===== src/rtl/rcause_pkg.sv =====
`timescale 1ns/1ps
package rcause_pkg;
    localparam int CAUSE_W = 16;

    // flag positions inside the cause register
    localparam int B_POR  = 0;
    localparam int B_BOR  = 1;
    localparam int B_WDT  = 4;
    localparam int B_SW   = 6;
    localparam int B_PIN  = 7;
    localparam int B_CFG  = 8;
    localparam int B_ILL  = 10;
    localparam int B_TRAP = 15;

    localparam logic [CAUSE_W-1:0] IMPL_MASK = CAUSE_W'((1 << B_POR) | (1 << B_BOR) | (1 << B_WDT)
        | (1 << B_SW) | (1 << B_PIN) | (1 << B_CFG) | (1 << B_ILL) | (1 << B_TRAP));
    localparam logic [CAUSE_W-1:0] POR_VALUE = CAUSE_W'((1 << B_POR) | (1 << B_BOR));

    // one entry per reset type after qualification
    typedef struct packed {
        logic por;
        logic bor;
        logic pin;
        logic sw;
        logic wdt;
        logic cfg;
        logic trap;
        logic ill;
    } req_vec_t;
endpackage


===== src/rtl/rc_pin_filter.sv =====
`timescale 1ns/1ps
module rc_pin_filter #(
    parameter int FILT_LEN = 4
) (
    input  logic clk,
    input  logic clr,
    input  logic pin_n,
    output logic req
);
    localparam int CW = $clog2(FILT_LEN + 1);
    localparam logic [CW-1:0] LIM = CW'(FILT_LEN);

    typedef struct packed {
        logic [CW-1:0] cnt;
    } st_t;

    st_t st_d, st_q;

    always_comb begin
        st_d = st_q;
        if (clr || pin_n) begin
            st_d.cnt = '0;
        end else if (st_q.cnt != LIM) begin
            st_d.cnt = st_q.cnt + 1'b1;
        end
    end

    always_ff @(posedge clk) begin
        st_q <= st_d;
    end

    assign req = (st_q.cnt == LIM);
endmodule


===== src/rtl/rc_rst_seq.sv =====
`timescale 1ns/1ps
module rc_rst_seq #(
    parameter int HOLD = 8
) (
    input  logic clk,
    input  logic any_req,
    input  logic cold_req,
    output logic sys_rst,
    output logic cold
);
    localparam int HW = $clog2(HOLD + 1);
    localparam logic [HW-1:0] HOLD_V = HW'(HOLD);

    typedef struct packed {
        logic [HW-1:0] hold;
        logic          rst;
        logic          cold;
    } st_t;

    st_t st_d, st_q;

    always_comb begin
        st_d = st_q;
        if (any_req) begin
            st_d.hold = HOLD_V;
            st_d.rst  = 1'b1;
        end else if (st_q.hold != '0) begin
            st_d.hold = st_q.hold - 1'b1;
            st_d.rst  = 1'b1;
        end else begin
            st_d.rst  = 1'b0;
        end

        // class is decided when a reset starts; a cold source always wins
        if (cold_req) begin
            st_d.cold = 1'b1;
        end else if (any_req && !st_q.rst) begin
            st_d.cold = 1'b0;
        end
    end

    always_ff @(posedge clk) begin
        st_q <= st_d;
    end

    assign sys_rst = st_q.rst;
    assign cold    = st_q.cold;
endmodule


===== src/rtl/rc_cause_reg.sv =====
`timescale 1ns/1ps
module rc_cause_reg
    import rcause_pkg::*;
(
    input  logic               clk,
    input  req_vec_t           req,
    input  logic               wr_en,
    input  logic [CAUSE_W-1:0] wr_data,
    output logic [CAUSE_W-1:0] flags
);
    typedef struct packed {
        logic [CAUSE_W-1:0] flags;
    } st_t;

    st_t                st_d, st_q;
    logic [CAUSE_W-1:0] set_mask;

    always_comb begin
        set_mask         = '0;
        set_mask[B_BOR]  = req.bor;
        set_mask[B_PIN]  = req.pin;
        set_mask[B_SW]   = req.sw;
        set_mask[B_WDT]  = req.wdt;
        set_mask[B_CFG]  = req.cfg;
        set_mask[B_TRAP] = req.trap;
        set_mask[B_ILL]  = req.ill;
    end

    always_comb begin
        st_d = st_q;
        if (wr_en) begin
            st_d.flags = wr_data & IMPL_MASK;
        end
        st_d.flags = st_d.flags | set_mask;
        if (req.por) begin
            st_d.flags = POR_VALUE;
        end
    end

    always_ff @(posedge clk) begin
        st_q <= st_d;
    end

    assign flags = st_q.flags;
endmodule


===== src/rtl/reset_cause_hub.sv =====
`timescale 1ns/1ps
module reset_cause_hub
    import rcause_pkg::*;
#(
    parameter int FILT_LEN = 4,
    parameter int HOLD     = 8,
    parameter int OSC_W    = 3
) (
    input  logic               clk,
    input  logic               por_req,
    input  logic               bor_req,
    input  logic               clr_pin_n,
    input  logic               swrst_req,
    input  logic               wdt_req,
    input  logic               cfg_mismatch_req,
    input  logic               trap_conflict_req,
    input  logic               illegal_op_req,
    input  logic               uninit_reg_req,
    input  logic               security_req,
    input  logic               cause_wr_en,
    input  logic [CAUSE_W-1:0] cause_wr_data,
    input  logic [OSC_W-1:0]   cfg_osc_sel,
    input  logic [OSC_W-1:0]   cur_osc_sel,
    output logic               sys_rst,
    output logic               cold_rst,
    output logic [OSC_W-1:0]   clk_src_sel,
    output logic [CAUSE_W-1:0] cause_flags
);
    localparam int REQ_N = $bits(req_vec_t);

    logic             pin_req;
    req_vec_t         req;
    logic [REQ_N-1:0] req_flat;
    logic             any_req;

    rc_pin_filter #(.FILT_LEN(FILT_LEN)) u_filt (
        .clk   (clk),
        .clr   (por_req),
        .pin_n (clr_pin_n),
        .req   (pin_req)
    );

    always_comb begin
        req.por  = por_req;
        req.bor  = bor_req;
        req.pin  = pin_req;
        req.sw   = swrst_req;
        req.wdt  = wdt_req;
        req.cfg  = cfg_mismatch_req;
        req.trap = trap_conflict_req;
        req.ill  = illegal_op_req | uninit_reg_req | security_req;
    end

    assign req_flat = req;
    assign any_req  = |req_flat;

    rc_rst_seq #(.HOLD(HOLD)) u_seq (
        .clk      (clk),
        .any_req  (any_req),
        .cold_req (por_req | bor_req),
        .sys_rst  (sys_rst),
        .cold     (cold_rst)
    );

    rc_cause_reg u_cause (
        .clk     (clk),
        .req     (req),
        .wr_en   (cause_wr_en),
        .wr_data (cause_wr_data),
        .flags   (cause_flags)
    );

    assign clk_src_sel = cold_rst ? cfg_osc_sel : cur_osc_sel;
endmodule


===== config.mk =====
export PLATFORM = sky130hd
export DESIGN_NAME = reset_cause_hub
export DESIGN_NICKNAME = d
export VERILOG_FILES = /design/src/rtl/rcause_pkg.sv /design/src/rtl/rc_pin_filter.sv /design/src/rtl/rc_rst_seq.sv /design/src/rtl/rc_cause_reg.sv /design/src/rtl/reset_cause_hub.sv
export SDC_FILE = /design/constraint.sdc
export NUM_CORES = 1
export LEC_CHECK = 0
export ABC_CLOCK_PERIOD_IN_PS = 1700
export BUFFER_PORTS_ARGS = -buffer_cell sky130_fd_sc_hd__buf_2
export CORE_MARGIN = 5
export CORE_UTILIZATION = 42
export CTS_BUF_LIST = sky130_fd_sc_hd__clkbuf_4
export DETAILED_ROUTE_END_ITERATION = 8
export PLACE_DENSITY = 0.84
export SLEW_MARGIN = 20
export SYNTH_ARGS = -nofsm -noshare
export SYNTH_HDL_FRONTEND = slang
export SYNTH_SLANG_ARGS = --single-unit

===== constraint.sdc =====
create_clock -name clk -period 1.7 [get_ports clk]
set_input_delay 0.17 -clock clk [delete_from_list [all_inputs] [get_ports clk]]
set_output_delay 0.17 -clock clk [all_outputs]
set_load 0.01 [all_outputs]

### Word level (Yosys, flattened, before mapping)

Index checks and enable logic that the tools add are counted.

* word-level logic and storage cells: 21
* bits in registers: 25

* eq/ne operators: 2
* reduce and logical (&&, ||, !) cells: 5
* add/subtract/negate cells: 2
* bitwise logic cells: 4
* mux-type cells: 3

Operators with widths (number)
* $mux W16: 1
* $or A16 B16 Y16: 1
* $reduce_or A8 Y1: 1
* $reduce_bool A4 Y1: 1
* $sub A4 B1 Y4 const B: 1
* $add A3 B1 Y3 const B: 1
* $eq A3 B3 Y1 const B: 1
* $mux W3: 1
* $ne A3 B3 Y1 const B: 1
* $or A1 B1 Y1: 3
* $logic_and A1 B1 Y1: 1
* $logic_not A1 Y1: 1
* $logic_or A1 B1 Y1: 1
* $mux W1: 1

### Longest topological paths before layout

Gate-level depths: netlist (run 1).

* word-level depth: 4
* gate-level depth with buffers: 5
* depth with buffers taken out: 5

### Hierarchy

Synthesis (run 1) repeated with hierarchy kept, for this count alone.

* cells, all modules: 91
* area total of the unflattened synthesis: 878.3 sq um

By module, submodules not included
* rc_cause_reg: instances 1, cells an instance 42, area each 384.1 sq um
* rc_rst_seq: instances 1, cells an instance 25, area each 259.0 sq um
* rc_pin_filter: instances 1, cells an instance 17, area each 168.9 sq um
* reset_cause_hub: instances 1, cells an instance 7, area each 66.3 sq um

### Worst setup path before layout (run 1)

Ideal clock, no wire load.

* kind: register to register
* start point: reg u_seq.st_q[2] (netlist name)
* end point: reg u_seq.st_q[3] (netlist name)
* path slack: 0.458 ns
* path buffers: 0
* stages on the path, launching flop included: 6
* setup time: 0.086 ns
* arrival time: 1.156 ns
* cell sequence: dfxtp_1 -> inv_1 -> ha_1 -> nor3b_4 -> and2b_1 -> a211oi_1

* longest elaborated chain between the ends: 1

RTL lines
* from (decl): RTL line rc_rst_seq.sv:20 `st_t st_d, st_q;`
* from (signal assigned): RTL line rc_rst_seq.sv:43 `st_q <= st_d;`
* $sub A4 B1 Y4 or $reduce_bool A4 Y1 (tied branches): RTL line rc_rst_seq.sv:28, rc_rst_seq.sv:27

Parallel ways exist; a longest one is shown, timed or not.
A chain may end at the register's enable or synchronous reset.

### Worst setup path in the final report (run 1)

Ends and elaborated chain as after synthesis.

==> results.cfg, run 1 <==
[power_and_ir_drop]
irDropWorstVdd_mv = 0.482
power_mw = 0.763
p_leak_nw = 0.514
powerDensity_nw_per_um2 = 729

[floorplan]
die_area_um2 = 2980
fp.dieW_um = 54.6
io_pins = 55
rows = 16
start_util = 0.434
fp.coreArea_um2 = 1920
die_h_um = 54.6

[yosys]
synth_cell_types = 26
netlist_top_cells_count = dfxtp_1, buf_4, nor2_1, nor3_1
synth_edf_count = 0
async_flop_share = 0
yosysTopAreaCell = dfxtp_1
synthCells = 85
synth_seq_cells = 17
synth_top_area_frac = 0.408
synth.avg_cell_area_um2 = 9.82
yosysSeqAreaShare = 0.408
synth_warnings = 0
netlist_top_cells_area = dfxtp_1, buf_4, ha_1
syn-cell-area_um2 = 835
yosysMostFrequentCell = dfxtp_1
ys.flop_type = dfxtp_1

[timing]
worst_pin_slew_ns = 0.503
slew_violations = 0
timing.fmax_ghz = 0.715
skew_ns = 0.00289
fin_ws_ns = 0.301
rsz0062_at_grt = false
hold_viol = 0
report.final.setup_viol = 0
period_minus_slack_ns = 1.40
holdWs_ns = 0.0571
maxSlewHeadroom = 0.662
finalCritPeriodShare = 0.823
tns_ns = 0

[route]
wl_met2_um = 899
routed.top_layer = met4
ant_nets = 0
vias_per_cell = 4.52
route.vias.total = 682
dr_wl_met3_um = 166
dr.first_iter.drc_count = 2
wl_per_cell_um = 11.6
route.detailed.drc = 0
met1_length_um = 671
postRouteWirelength_um = 1750
dr.pass1.iters = 4

[cells_and_area]
nNetsFinal = 163
diodes = 0
fin_area_um2 = 1050
multi_input_area_um2 = 433
fillers = 195
seq_area_um2 = 340
layout-drive-gt1-share = 0.387
final_cells = 151
finish.utilization = 0.544
area_growth_pct = 25.3

[cts]
root_buffer = clkbuf_4
postCtsHoldBufs = 0
cts_buffers = 3
cts.sinks = 17
htreeDepth = 1
postCtsSetupBuffers = 0
clock_path_buffers = 2
post_cts_resized = 0
cts_tree = built
clk_pin_slew_worst_paths_ns = 0.09
clock_latency_ns = 0.29

[placed_design]
post-place-cells = 147
place_area_um2 = 1020
dp_hpwl_um = 1480
gp_congestion = 0.650
port_buffers = 38
pre_cts_slack_ns = 0.309

[grt]
first_global_vias = 607
gr-total-overflow = 0
grt_pass1_wl_um = 2460
grt.total_usage = 0.116
grt_max_degree = 14
antenna_found_initial = 0

[worst_setup_path]
max_stage_delay_ns = 0.32
cpMaxStageDelayCell = dfxtp_1
required_ns = 1.91
end_kind = flop
crit_type = reg2reg
path_max_fanout = 5
critPathLaunchType = flop
crit_chain = inv_1, ha_1, nor3b_4, and2b_1, a211oi_1
crit_arrival_ns = 1.61

[outcome]
status = finished, final reports clean

[worst_hold_path]
hp-class = in2reg

[run]
maxCapViolations = 0
-- critical path: cells and delay by family, from the launching register on --
| family | cells | cell delay, ns |
|---|---|---|
| simple gates | 2 | 0.51 |
| buf+inv | 1 | 0.10 |
| fa+ha+maj | 1 | 0.18 |
| compound gates | 1 | 0.20 |
| flops | 1 | 0.32 |
-- cell usage in the layout (no fill, tap or decap), types with 4 or more instances in the layout --
master,netlist,routed
dfxtp_1,17,17
nor2b_1,5,5
mux2i_1,4,4
nor2_1,6,6
ha_1,4,4
a211oi_1,5,5
conb_1,1,8
clkbuf_4,0,4
inv_1,5,5
buf_2,1,38
nor3_1,6,6
-- flip-flops by register name, summed over array words and instances, names as in the netlist --
name,count
u_seq.cold,1
u_seq.sys_rst,1
u_seq.st_q,4
u_cause.flags,8
u_filt.st_q,3
-- area by class of cell --
class	count	share of cell area
clock buffers	4	0.0287
inverters	5	0.0179
multi-input cells	60	0.414
flip-flops and latches	17	0.325
well taps	27	0.0323
repair buffers	38	0.182
-- metal layers --
layer	track usage	vias up
met2	0.215	28
li1	-	354
met3	0.0490	2
met4	0.0373	0
met5	0	-
met1	0.115	298
-- report_power, final --
group / internal, mW / switching, mW
logic: 0.0537 / 0.0576
clock network: 0.107 / 0.124
registers: 0.413 / 0.00674
total: 0.574 / 0.189
-- worst paths after layout --
check	from	slack, ns	end	depth (start not counted)
worst max-delay path	u_seq.st_q[2]$_SDFFE_PP0P_	0.30	u_seq.st_q[3]$_SDFFE_PP0P_	5
worst max register to register	u_seq.st_q[2]$_SDFFE_PP0P_	0.30	u_seq.st_q[3]$_SDFFE_PP0P_	5
worst min-delay path	clr_pin_n	0.06	u_filt.st_q[0]$_SDFFE_PP0N_	2
worst min register to register	u_cause.flags[1]$_SDFF_PP1_	0.48	u_cause.flags[1]$_SDFF_PP1_	2
-- cells by family after synthesis --
kind of cell | after synthesis | share of synthesized area
compound gates | 12 | 0.0975
xor+xnor | 3 | 0.0315
fa+ha+maj | 4 | 0.0600
buf+inv | 15 | 0.105
flops | 17 | 0.408
mux | 7 | 0.0885
other cells | 1 | 0.00449
simple gates | 26 | 0.205
Note: power is estimated with default switching activity, not from simulation.
==> inputs of run 2 (changes only) <==
- ABC_CLOCK_PERIOD_IN_PS: 1700 -> 1400
- clock period: 1.7 -> 1.4 ns (I/O delays scaled with it)
==> run 2 against run 1 <==
Net effect:
- first-iteration DRC count grew 50%
- final cell count is 2.0% higher
- critical path type is now reg2out
- flip-flop and latch count unchanged
- power up 22%
- via count grew 4.5%
- largest cell class unchanged
- clock skew about the same
==> results.cfg, run 2 (synthesized netlist as in run 1, its figures left out) <==
[outcome]
status = finished, final reports clean

[timing]
report.final.setup_viol = 0
fin_ws_ns = 0.0561
timing.fmax_ghz = 0.744
finalCritPeriodShare = 0.960
slew_violations = 0
tns_ns = 0
hold_viol = 0
period_minus_slack_ns = 1.34
skew_ns = 0.00291
rsz0062_at_grt = false

[route]
postRouteWirelength_um = 1780
dr.first_iter.drc_count = 3
dr.pass1.iters = 4
vias_per_cell = 4.63
ant_nets = 0
route.vias.total = 713
route.detailed.drc = 0
wl_per_cell_um = 11.5

[worst_setup_path]
path_max_fanout = 5
reg2reg_slack_ns = 0.10
required_ns = 1.26
critPathLaunchType = flop
crit_arrival_ns = 1.20
reg2reg_depth = 5
crit_type = reg2out
end_kind = output pin

[cts]
htreeDepth = 1
cts.sinks = 17
cts_tree = built
clock_latency_ns = 0.29
clk_pin_slew_worst_paths_ns = 0.09
root_buffer = clkbuf_4
cts_buffers = 3
clock_path_buffers = 2
postCtsSetupBuffers = 0
post_cts_resized = 0
postCtsHoldBufs = 0

[cells_and_area]
largest_register_ffs = 8
layout_common_cells = buf_2, dfxtp_1, conb_1
layout_commonest_cell = buf_2
nNetsFinal = 166
finish.utilization = 0.556
diodes = 0
layout-drive-gt1-share = 0.402
fin_area_um2 = 1070
area_growth_pct = 28.0

[floorplan]
io_pins = 55
fp.dieW_um = 54.6
start_util = 0.434
die_h_um = 54.6
rows = 16
die_area_um2 = 2980
fp.coreArea_um2 = 1920

[grt]
grt_max_degree = 14
gr-total-overflow = 0
grt_pass1_wl_um = 2730
first_global_vias = 706
grt.total_usage = 0.130
antenna_found_initial = 0

[placed_design]
port_buffers = 38
pre_cts_slack_ns = 0.142
place_area_um2 = 1040
dp_hpwl_um = 1470
gp_congestion = 0.673

[worst_hold_path]
hold_path_depth = 2
hp-class = in2reg

[power_and_ir_drop]
powerDensity_nw_per_um2 = 868
p_leak_nw = 0.528
irDropWorstVdd_mv = 0.508

[run]
maxCapViolations = 0
run 2: cell count changes in the layout (fill, tap and decap cells not counted):
| cell | change |
|---|---|
| buf_4 | +3 |
run 2: worst max-delay path, cell delays in order, from the launching register on:
cell and delay, ns:
dfxtp_1 0.42, mux2_2 0.35, buf_2 0.14
run 2: area by class of cell:
class / count / area, um^2
clock buffers: 4 / 30.0
fillers: 180 / 853
inverters: 5 / 18.8
multi-input cells: 60 / 433
flip-flops and latches: 17 / 340
well taps: 27 / 33.8
repair buffers: 41 / 213
run 2: metal layers:
layer	share of wire	routed length (um)	global-route usage	up-vias
met5	0	0	0	-
met3	0.093	165	0.0381	8
li1	-	-	-	358
met2	0.49	877	0.223	32
met1	0.39	697	0.134	315
met4	0.021	37	0.0871	0
run 2: stage by stage:
step,power (mW),hold WS (ns),cells
3_5_place_dp,0.659,0.344,150
6_report,0.928,0.0310,154
3_3_place_gp,0.654,0.344,150
2_1_floorplan,0.607,0.217,92
4_1_cts,0.939,0.0239,154
5_1_grt,0.981,0.0273,154
run 2: final timing paths:
path | from | end
worst max register to register | u_seq.st_q[2]$_SDFFE_PP0P_ | u_seq.st_q[3]$_SDFFE_PP0P_
worst max-delay path | u_seq.cold$_SDFFE_PP1P_ | clk_src_sel[0]
worst min-delay path | clr_pin_n | u_filt.st_q[2]$_SDFFE_PP0N_
worst min register to register | u_cause.flags[1]$_SDFF_PP1_ | u_cause.flags[1]$_SDFF_PP1_
run 2: report_power, final:
group          leakage [nW]  total (mW)  switching [mW]  internal, mW
Combinational         0.370       0.136          0.0699        0.0665
Sequential            0.140       0.510         0.00839         0.502
Clock                0.0184       0.281           0.151         0.130
Total                 0.528       0.928           0.229         0.698
==> inputs of run 3 (changes only) <==
- REMOVE_ABC_BUFFERS: not set -> 1
==> run 3 against run 2 <==
Net effect:
- combinational power is 4% higher
- worst hold slack improved by 0.016 ns
- final cell count rose by 0.65%
- utilization grew 0.52 points
- clock-buffer cell count did not move
- wire length increased by 0.73%
==> results.cfg, run 3 (synthesized netlist as in run 1, its figures left out) <==
[outcome]
status = finished, final reports clean

[placed_design]
post-place-cells = 151
dp_hpwl_um = 1550
pre_cts_slack_ns = 0.102
gp_congestion = 0.674
port_buffers = 38

[route]
ant_nets = 0
vias_per_cell = 4.65
route.detailed.drc = 0
postRouteWirelength_um = 1790
route.vias.total = 720
wl_per_cell_um = 11.5
dr.first_iter.drc_count = 10
dr.pass1.iters = 5

[timing]
period_minus_slack_ns = 1.33
report.final.setup_viol = 0
tns_ns = 0
rsz0062_at_grt = false
skew_ns = 0.00176
hold_viol = 0
timing.fmax_ghz = 0.755
slew_violations = 0
finalCritPeriodShare = 0.947
fin_ws_ns = 0.0747

[grt]
grt.total_usage = 0.122
antenna_found_initial = 0
grt_max_degree = 14
gr-total-overflow = 0
grt_pass1_wl_um = 2510
first_global_vias = 637

[worst_setup_path]
max_stage_delay_ns = 0.42
crit_chain = mux2_2, buf_2
r2r-start = u_seq.st_q[3]$_SDFFE_PP0P_
reg2reg_depth = 5
crit_type = reg2out
critPathLaunchType = flop
path_max_fanout = 5
end_kind = output pin
required_ns = 1.26
crit_family = flip-flops
cpMaxStageDelayCell = dfxtp_1
r2r-end = u_seq.st_q[3]$_SDFFE_PP0P_
critPathBufInv = 1
reg2reg_slack_ns = 0.11
crit_arrival_ns = 1.19

[cells_and_area]
largest_register_ffs = 8
diodes = 0
final_cells = 155
layout-drive-gt1-share = 0.422
finish.utilization = 0.561
nNetsFinal = 167
area_growth_pct = 29.2
layout_common_cells = buf_2, dfxtp_1, conb_1
layout_commonest_cell = buf_2

[cts]
clk_pin_slew_worst_paths_ns = 0.09
root_buffer = clkbuf_4
cts_tree = built
clock_latency_ns = 0.28
htreeDepth = 1
postCtsHoldBufs = 0
cts.sinks = 17
cts_buffers = 3
clock_path_buffers = 2

[floorplan]
die_h_um = 54.6
fp.dieW_um = 54.6
fp.coreArea_um2 = 1920
start_util = 0.434
io_pins = 55
rows = 16
die_area_um2 = 2980

[worst_hold_path]
hp-class = in2reg
hold_path_depth = 2
min_to = u_filt.st_q[0]$_SDFFE_PP0N_
hold_start = clr_pin_n

[power_and_ir_drop]
powerDensity_nw_per_um2 = 854
irDropWorstVdd_mv = 0.465
p_leak_nw = 0.533

[run]
maxCapViolations = 0
## run 3: cell type report
cell class	instances	area (um^2)
Inverter	5	18.8
Fill cell	179	843
Clock buffer	4	30.0
Timing Repair Buffer	42	220
Sequential cell	17	340
Multi-Input combinational cell	60	435
Tap cell	27	33.8
## run 3: how the worst max path moves through the flow
| stage | start | to | slack, ns | depth (start not counted) |
|---|---|---|---|---|
| 3_5_place_dp | u_seq.st_q[2]$_SDFFE_PP0P_ | u_seq.st_q[3]$_SDFFE_PP0P_ | 0.10 | 5 |
| 2_1_floorplan | u_seq.st_q[2]$_SDFFE_PP0P_ | u_seq.st_q[3]$_SDFFE_PP0P_ | 0.16 | 5 |
| 6_report | u_seq.cold$_SDFFE_PP1P_ | clk_src_sel[1] | 0.07 | 2 |
| 4_1_cts | u_seq.cold$_SDFFE_PP1P_ | clk_src_sel[0] | 0.06 | 2 |
| 5_1_grt | u_seq.cold$_SDFFE_PP1P_ | clk_src_sel[0] | 0.02 | 2 |
| 3_3_place_gp | u_seq.st_q[2]$_SDFFE_PP0P_ | u_seq.st_q[3]$_SDFFE_PP0P_ | 0.19 | 5 |
## run 3: report_power, final
group / internal [mW] / leakage [nW] / switching [mW]
combinational: 0.0683 / 0.375 / 0.0722
sequential: 0.502 / 0.140 / 0.00859
clock: 0.130 / 0.0184 / 0.140
## run 3: stage by stage
| stage | hold slack (ns) | power, mW | cell area, um^2 |
|---|---|---|---|
| final | 0.0468 | 0.921 | 1080 |
| after floorplan | 0.209 | 0.583 | 792 |
| after global placement | 0.342 | 0.656 | 1050 |
| after detailed placement | 0.347 | 0.663 | 1050 |
| after CTS | 0.0355 | 0.939 | 1080 |
| after global routing | 0.0324 | 0.973 | 1080 |
## run 3: what timing repair did
| item | 4_1_cts | 5_1_grt |
|---|---|---|
| endpoints found under the setup margin | 0 | 1 |
| resized for setup | 0 | 2 |
| setup buffers | 0 | 0 |
## run 3: worst register-to-register path: cells and delay by family, from the launching register on
family,cells,cell delay [ns]
buffers and inverters,1,0.09
adders and majority gates,1,0.19
AOI/OAI and AO/OA,1,0.21
and+or+nand+nor,2,0.39
DFF,1,0.32
## run 3: metal layers
| layer | vias up | global-route usage | wire length (um) |
|---|---|---|---|
| met4 | 0 | 0.0747 | 15 |
| met5 | - | 0 | 0 |
| met2 | 31 | 0.235 | 927 |
| li1 | 362 | - | - |
| met1 | 325 | 0.105 | 648 |
| met3 | 2 | 0.0409 | 199 |
